## config.mk

```make
export PLATFORM = sky130hd
export DESIGN_NAME = slave_ack_ctrl
export DESIGN_NICKNAME = d
export VERILOG_FILES = /design/src/rtl/ack_pkg.sv /design/src/rtl/nack_req_flag.sv /design/src/rtl/ovr_pending.sv /design/src/rtl/ack_select.sv /design/src/rtl/ack_slot_reg.sv /design/src/rtl/slave_ack_ctrl.sv
export SDC_FILE = /design/constraint.sdc
export NUM_CORES = 1
export LEC_CHECK = 0
export ABC_CLOCK_PERIOD_IN_PS = 920
export BUFFER_PORTS_ARGS = -buffer_cell sky130_fd_sc_hd__buf_2
export CAP_MARGIN = 20
export CORE_AREA = 2 2 39 41
export CTS_BUF_LIST = sky130_fd_sc_hd__clkbuf_16
export DETAILED_ROUTE_END_ITERATION = 7
export DIE_AREA = 0 0 41 43
export HOLD_SLACK_MARGIN = 0.1
export PLACE_DENSITY = 0.53
export SLEW_MARGIN = 20
export SYNTH_ARGS = -nofsm -noshare
export SYNTH_HDL_FRONTEND = slang
export SYNTH_SLANG_ARGS = --single-unit
export TNS_END_PERCENT = 50
```

## constraint.sdc

```tcl
create_clock -name clk -period 0.92 [get_ports clk]
set_clock_uncertainty 0.2 [all_clocks]
set_input_delay 0.046 -clock clk [delete_from_list [all_inputs] [get_ports clk]]
set_output_delay 0.046 -clock clk [all_outputs]
set_load 0.01 [all_outputs]
```

## src/rtl/ack_pkg.sv

```systemverilog
// Package: shared types for the slave acknowledge controller.
// Assumes: active-high NACK encoding (1 = release SDA = NACK).
package ack_pkg;
    typedef enum logic [1:0] {
        SRC_FLAG   = 2'd0,
        SRC_MASTER = 2'd1,
        SRC_PEC    = 2'd2,
        SRC_OVR    = 2'd3
    } ack_src_e;

    typedef struct packed {
        ack_src_e src;
        logic     nack;
    } ack_dec_t;
endpackage

```

## src/rtl/nack_req_flag.sv

```systemverilog
// Module: sticky software NACK request flag.
// Does: sets on a register write whose FLAG_BIT is 1, clears on bus events
// or while the peripheral is disabled. Clear beats set in the same cycle.
// Assumes: event strobes are one cycle wide and synchronous to clk.
module nack_req_flag #(
    parameter int REG_W    = 16,
    parameter int FLAG_BIT = 15
) (
    input  logic             clk,
    input  logic             rst_n,
    input  logic             periph_en,
    input  logic             reg_wr,
    input  logic [REG_W-1:0] reg_wdata,
    input  logic             nack_sent,
    input  logic             stop_det,
    input  logic             addr_match,
    output logic             flag_q
);
    logic clr_evt;
    logic set_req;

    // Combine the hardware clear sources.
    always_comb clr_evt = nack_sent | stop_det | addr_match;

    // Only a written one requests a set.
    always_comb set_req = reg_wr & reg_wdata[FLAG_BIT];

    // Flag register: disable and events clear, software only sets.
    always_ff @(posedge clk) begin
        if (!rst_n)
            flag_q <= 1'b0;
        else if (!periph_en || clr_evt)
            flag_q <= 1'b0;
        else if (set_req)
            flag_q <= 1'b1;
    end
endmodule

```

## src/rtl/ovr_pending.sv

```systemverilog
// Module: remembers an overrun that must force NACK at the next slot.
// Does: captures an overrun seen in slave mode without clock stretching;
// consumed by a slot start, dropped on STOP or disable.
// Assumes: slot_start and rx_overrun are one-cycle strobes.
module ovr_pending (
    input  logic clk,
    input  logic rst_n,
    input  logic periph_en,
    input  logic slave_mode,
    input  logic no_stretch,
    input  logic rx_overrun,
    input  logic slot_start,
    input  logic stop_det,
    output logic force_now
);
    logic pend_q;
    logic arm;

    // An overrun counts only in slave mode with stretching off.
    always_comb arm = rx_overrun & slave_mode & no_stretch;

    // Force seen by this slot: stored or arriving now, still qualified.
    always_comb force_now = (pend_q | arm) & slave_mode & no_stretch;

    // Pending register: slot start consumes, STOP and disable drop.
    always_ff @(posedge clk) begin
        if (!rst_n)
            pend_q <= 1'b0;
        else if (!periph_en || slot_start || stop_det)
            pend_q <= 1'b0;
        else if (arm)
            pend_q <= 1'b1;
    end
endmodule

```

## src/rtl/ack_select.sv

```systemverilog
// Module: combinational acknowledge decision.
// Does: priority overrun > error-check byte > master mode > software flag.
// Assumes: inputs are stable during the slot start cycle.
module ack_select
    import ack_pkg::*;
(
    input  logic     force_ovr,
    input  logic     pec_chk_en,
    input  logic     byte_is_pec,
    input  logic     pec_ok,
    input  logic     slave_mode,
    input  logic     flag_q,
    output ack_dec_t dec
);
    // Pick the source and level in priority order.
    always_comb begin
        if (force_ovr) begin
            dec.src  = SRC_OVR;
            dec.nack = 1'b1;
        end else if (pec_chk_en && byte_is_pec) begin
            dec.src  = SRC_PEC;
            dec.nack = ~pec_ok;
        end else if (!slave_mode) begin
            dec.src  = SRC_MASTER;
            dec.nack = 1'b0;
        end else begin
            dec.src  = SRC_FLAG;
            dec.nack = flag_q;
        end
    end
endmodule

```

## src/rtl/ack_slot_reg.sv

```systemverilog
// Module: holds the acknowledge level for one slot.
// Does: loads the decision on slot_start, keeps it otherwise.
// Assumes: the bit engine drives SDA from nack_q during the whole slot.
module ack_slot_reg
    import ack_pkg::*;
(
    input  logic     clk,
    input  logic     rst_n,
    input  logic     periph_en,
    input  logic     slot_start,
    input  ack_dec_t dec,
    output logic     nack_q
);
    // Slot register: capture at slot start, return to ACK when disabled.
    always_ff @(posedge clk) begin
        if (!rst_n)
            nack_q <= 1'b0;
        else if (!periph_en)
            nack_q <= 1'b0;
        else if (slot_start)
            nack_q <= dec.nack;
    end
endmodule

```

## src/rtl/slave_ack_ctrl.sv

```systemverilog
// Module: top of the slave receive acknowledge controller.
// Does: ties the request flag, overrun memory, decision and slot register.
// Assumes: all inputs synchronous to clk; strobes one cycle wide.
module slave_ack_ctrl
    import ack_pkg::*;
#(
    parameter int REG_W    = 16,
    parameter int FLAG_BIT = 15
) (
    input  logic             clk,
    input  logic             rst_n,
    input  logic             periph_en,
    input  logic             slave_mode,
    input  logic             no_stretch,
    input  logic             reg_wr,
    input  logic [REG_W-1:0] reg_wdata,
    input  logic             nack_sent,
    input  logic             stop_det,
    input  logic             addr_match,
    input  logic             rx_overrun,
    input  logic             pec_chk_en,
    input  logic             byte_is_pec,
    input  logic             pec_ok,
    input  logic             slot_start,
    output logic             nack_out,
    output logic             nack_req_q
);
    logic     flag_q;
    logic     force_ovr;
    ack_dec_t dec;

    nack_req_flag #(.REG_W(REG_W), .FLAG_BIT(FLAG_BIT)) u_flag (
        .clk(clk), .rst_n(rst_n), .periph_en(periph_en),
        .reg_wr(reg_wr), .reg_wdata(reg_wdata),
        .nack_sent(nack_sent), .stop_det(stop_det), .addr_match(addr_match),
        .flag_q(flag_q)
    );

    ovr_pending u_ovr (
        .clk(clk), .rst_n(rst_n), .periph_en(periph_en),
        .slave_mode(slave_mode), .no_stretch(no_stretch),
        .rx_overrun(rx_overrun), .slot_start(slot_start), .stop_det(stop_det),
        .force_now(force_ovr)
    );

    ack_select u_sel (
        .force_ovr(force_ovr), .pec_chk_en(pec_chk_en),
        .byte_is_pec(byte_is_pec), .pec_ok(pec_ok),
        .slave_mode(slave_mode), .flag_q(flag_q), .dec(dec)
    );

    ack_slot_reg u_slot (
        .clk(clk), .rst_n(rst_n), .periph_en(periph_en),
        .slot_start(slot_start), .dec(dec), .nack_q(nack_out)
    );

    // Readback is the flag itself.
    always_comb nack_req_q = flag_q;
endmodule

```

==> results.md <==
- The flow ran to the end, but the final reports show violations.
- The checks that failed: negative hold slack, negative setup slack.
- The number of nets in the layout is 65.
- The critical path in this run is classified as reg2reg.
- After detailed routing, the average wire length per cell comes to 9.760 um.
- The signal on the critical path passes through nand2_1 > mux2_4 > a31oi_4.
- For the worst-skew pair, the clock arrives at the later sink with an insertion delay of 0.22 ns.
- The floorplan step defined a core boundary enclosing 0.001384 mm^2.
- The H-tree depth reported by CTS is 1.
- The final-report max-slew violation count was 0.
- The switching share of power is 0.1606.
- The DRC violation count after routing is 0.
- The final estimated routing congestion in global placement is 0.5689.
- For this run, the leading register cell type out of synthesis is sky130_fd_sc_hd__dfxtp_1.
- The number of cells produced by synthesis is 14.
- The overall die width is 41 um.
- Of the synthesized area, sequential elements account for 0.4286.
- The worst setup path is captured at a flip-flop.
- STA puts the critical path data arrival time at 0.97 ns.
- The actual slew at the worst max-slew pin is 0.2778 ns.
- The busiest layer in global routing is met2.
- The number of warnings issued by yosys is 0.
- The simple-gate share of the synthesized area is 0.1875.
- Counting flops with a built-in enable in the synthesized netlist gives 0.
- The met3 usage is 0.09424.
- The required time at the endpoint of the critical path is 0.87 ns.
- The number of antenna-violating nets in the routed design is 0.
- The share of flip-flops with an asynchronous set or reset is 0.
- Setup repair after global routing could not meet its margin everywhere.
- Of the available clock period, the critical path in the final layout requires 1.110.
- Buffers added to address setup during post-CTS repair amount to 0.
- The count of filler cells inserted in the layout is 156.
- Setup slack on the critical path of the routed design comes to -0.1016 ns.
- Entering global routing, the biggest net connects 4 pins.
- The register share of total power is 0.156.
- The number of buffers on the longest clock path is 2.
- The share of total power dissipated in the clock network is 0.779.
- The worst slack after detailed placement is -0.08433 ns.
- Of the total synthesized cell area, the portion taken by XOR and XNOR cells is 0.
- Counting the buffers created by CTS gives 3.
- VDD sags by at most 0.8524 mV.
- Derived from the worst setup path, the maximum achievable clock frequency is 0.9789 GHz.
- After synthesis, the largest family of logic cells by area is compound AO/OA/AOI/OAI gates.
- The fraction of layout instances using a drive strength above 1 is 0.6471.
- The smallest clock period supported by the final layout is computed as 1.022 ns.
- The antenna diode count is 0.
- The type of origin of the critical path is a flip-flop.
- The die height is 43 um.
- On the worst path, the slowest cell contributes a delay of 0.32 ns.
- The post-synth design cell area is 140.1 um^2.
- In the global route stage, met1 resource usage came out at 0.05449.
- The number of nets in the synthesized netlist is 44.
- The die covers 0.001763 mm^2.
- Of the post-synthesis cell area, the part taken by muxes is 0.1071.
- The initial utilization of the core area, before any placement, comes to 0.1013.
- The number of synthesized register bits is 3.
- By instance count, the leading cell after synthesis is sky130_fd_sc_hd__dfxtp_1.
- Global routing finished with a remaining overflow of 0.
- The met2 usage is 0.1125.
- After detailed routing, the total wire length is 488 um.
- Summing all non-filler instances in the final layout gives an area of 329.1 um^2.
- The slowest stage cell on the critical path is sky130_fd_sc_hd__dfxtp_2.
- Detailed placement ended at an HPWL of 373.1 um.
- Clock tree synthesis found a total of 3 sinks.
- After detailed routing, the number of vias per cell comes to 3.760.
- Input and output buffers added on the ports amount to 16.
- The final number of hold-violating endpoints is 3.
- The count of TritonRoute iterations in the first routing pass is 1.
- After floorplanning, the core was divided into 14 placement rows.
- The share of synthesized area in the top cell type comes to 0.4286.
- The max-cap violation count is 0.
- Setup violations remaining at the end of the flow were counted as 2.
- The total track usage is 0.07723.
- In the synthesized netlist, the cells that appear most often are sky130_fd_sc_hd__dfxtp_1 (3), sky130_fd_sc_hd__nand2_1 (2), sky130_fd_sc_hd__o211ai_1 (2).
- The analysis attributes to cell leakage a power of 0.1515 nW.
- Clock-pin slew was measured on the worst setup and hold paths at 0.03 ns.
- The total I/O pin count is 32.
- The clock root buffer is sky130_fd_sc_hd__clkbuf_16.
- The highest fanout seen on the critical path is 3.
- The via count is 188.
- The share of power burned in combinational logic is 0.066.
- The fraction of the mapped netlist area in compound gates is 0.2768.
- The net switching power of the design is 0.1388 mW.
- The internal cell power is 0.7259 mW.
- The worst min-delay path class is in2reg.
- The number of different library cells used by synthesis comes to 10.
- The power per cell area is 2628 mW/mm^2.
- The instance area after placement is 241.5 um^2.
- Of the total synthesized cell area, the portion taken by full adders, half adders and majority gates is 0.
- Compared with the post-synthesis result, the final layout area differs by 134.8%.
- Yosys attributes the largest share of cell area to sky130_fd_sc_hd__dfxtp_1 (43%), sky130_fd_sc_hd__mux2_4 (11%), sky130_fd_sc_hd__o211ai_1 (11%), sky130_fd_sc_hd__a31oi_2 (8.9%), sky130_fd_sc_hd__nand2_1 (5.4%).
- The tightest hold margin is -0.2162 ns.
- The number of DRC violations after detailed-routing iteration 0 is 0.
- In this run the mean area of a mapped cell was 10.01 um^2.
- The number of antenna violations at the first check in global routing is 0.
- TritonCTS built the clock tree.
- The via count of the first global-routing pass is 200.
- Summed over all instances, the cell type with the most area after synthesis is sky130_fd_sc_hd__dfxtp_1.
- The first-pass GRT wire length is 772 um.
- The remaining max-slew budget at the tightest pin is 0.8140.
kinds of logic after synthesis:
group,Yosys count
multiplexers,1
flip-flops,3
AO/OA/AOI/OAI,5
AND/OR/NAND/NOR,5
repair_timing:
action | 4_1_cts | 5_1_grt
hold endpoints to repair | 3 | 3
setup endpoints to repair | 3 | 4
resized for setup | 0 | 1
placed cells by master, fill, tap and decap left out:
master / instances
sky130_fd_sc_hd__buf_2: 16
sky130_fd_sc_hd__clkbuf_16: 3
sky130_fd_sc_hd__mux2_4: 1
sky130_fd_sc_hd__a31oi_4: 1
sky130_fd_sc_hd__dfxtp_2: 1
sky130_fd_sc_hd__nand3b_1: 1
sky130_fd_sc_hd__inv_1: 1
sky130_fd_sc_hd__nor4_1: 1
sky130_fd_sc_hd__dfxtp_1: 2
sky130_fd_sc_hd__o211ai_1: 2
sky130_fd_sc_hd__a21oi_1: 1
sky130_fd_sc_hd__nand2_1: 2
sky130_fd_sc_hd__nor3_1: 1
sky130_fd_sc_hd__a31oi_1: 1
stage by stage:
stage	util	hold slack [ns]	std cells	TNS, ns	power, mW
after global placement	0.1745	0.01279	46	-0.06716	0.1890
after global routing	0.2378	-0.2110	50	-0.2396	0.9124
after floorplan	-	-0.08341	14	-0.09772	0.1516
final	0.2378	-0.2162	50	-0.1029	0.8648
after CTS	0.2315	-0.2184	50	-0.1010	0.8801
after detailed placement	0.1745	0.01258	46	-0.08433	0.1889
sequential cells by signal, indices dropped and copies added, names as in the netlist:
register,cells
u_ovr.pend_q,1
u_slot.nack_q,1
u_flag.flag_q,1
path summary, 6_finish.rpt:
check,start,to,slack [ns],cells past startpoint
setup / recovery,u_flag.flag_q$_SDFFE_PP0P_,u_slot.nack_q$_SDFFE_PN0P_,-0.10,3
setup reg to reg,u_flag.flag_q$_SDFFE_PP0P_,u_slot.nack_q$_SDFFE_PN0P_,-0.10,3
hold / removal,nack_sent,u_flag.flag_q$_SDFFE_PP0P_,-0.22,2
hold reg to reg,u_flag.flag_q$_SDFFE_PP0P_,u_flag.flag_q$_SDFFE_PP0P_,0.32,2
layer usage:
metal | wire length, um | up-vias | share of wire
met5 | 0 | - | 0
met4 | 0 | 0 | 0
met3 | 75 | 0 | 0.15
met2 | 291 | 8 | 0.60
met1 | 121 | 84 | 0.25
li1 | - | 96 | -
cell type report:
| cell class | count | area, um^2 | area share |
|---|---|---|---|
| Tap cell | 16 | 20.02 | 0.06084 |
| Sequential cell | 3 | 61.31 | 0.1863 |
| Multi-Input combinational cell | 11 | 88.84 | 0.2700 |
| Clock buffer | 3 | 75.07 | 0.2281 |
| Clock inverter | 1 | 3.754 | 0.01141 |
| Timing Repair Buffer | 16 | 80.08 | 0.2433 |
worst max-delay path, delay by kind of cell, from the launching register on:
kind / cells / cell delay (ns)
DFF: 1 / 0.32
and+or+nand+nor: 1 / 0.05
AOI/OAI and AO/OA: 1 / 0.12
muxes: 1 / 0.27
power by group through the flow:
stage / registers, mW / clock network [mW] / logic, mW
finish: 0.135 / 0.673 / 0.0568
global route: 0.135 / 0.715 / 0.0630
CTS: 0.135 / 0.693 / 0.0529
detailed placement: 0.136 / 0 / 0.0528
global placement: 0.136 / 0 / 0.0530
floorplan: 0.137 / 0 / 0.0145
Power figures use the tool's default switching activity.
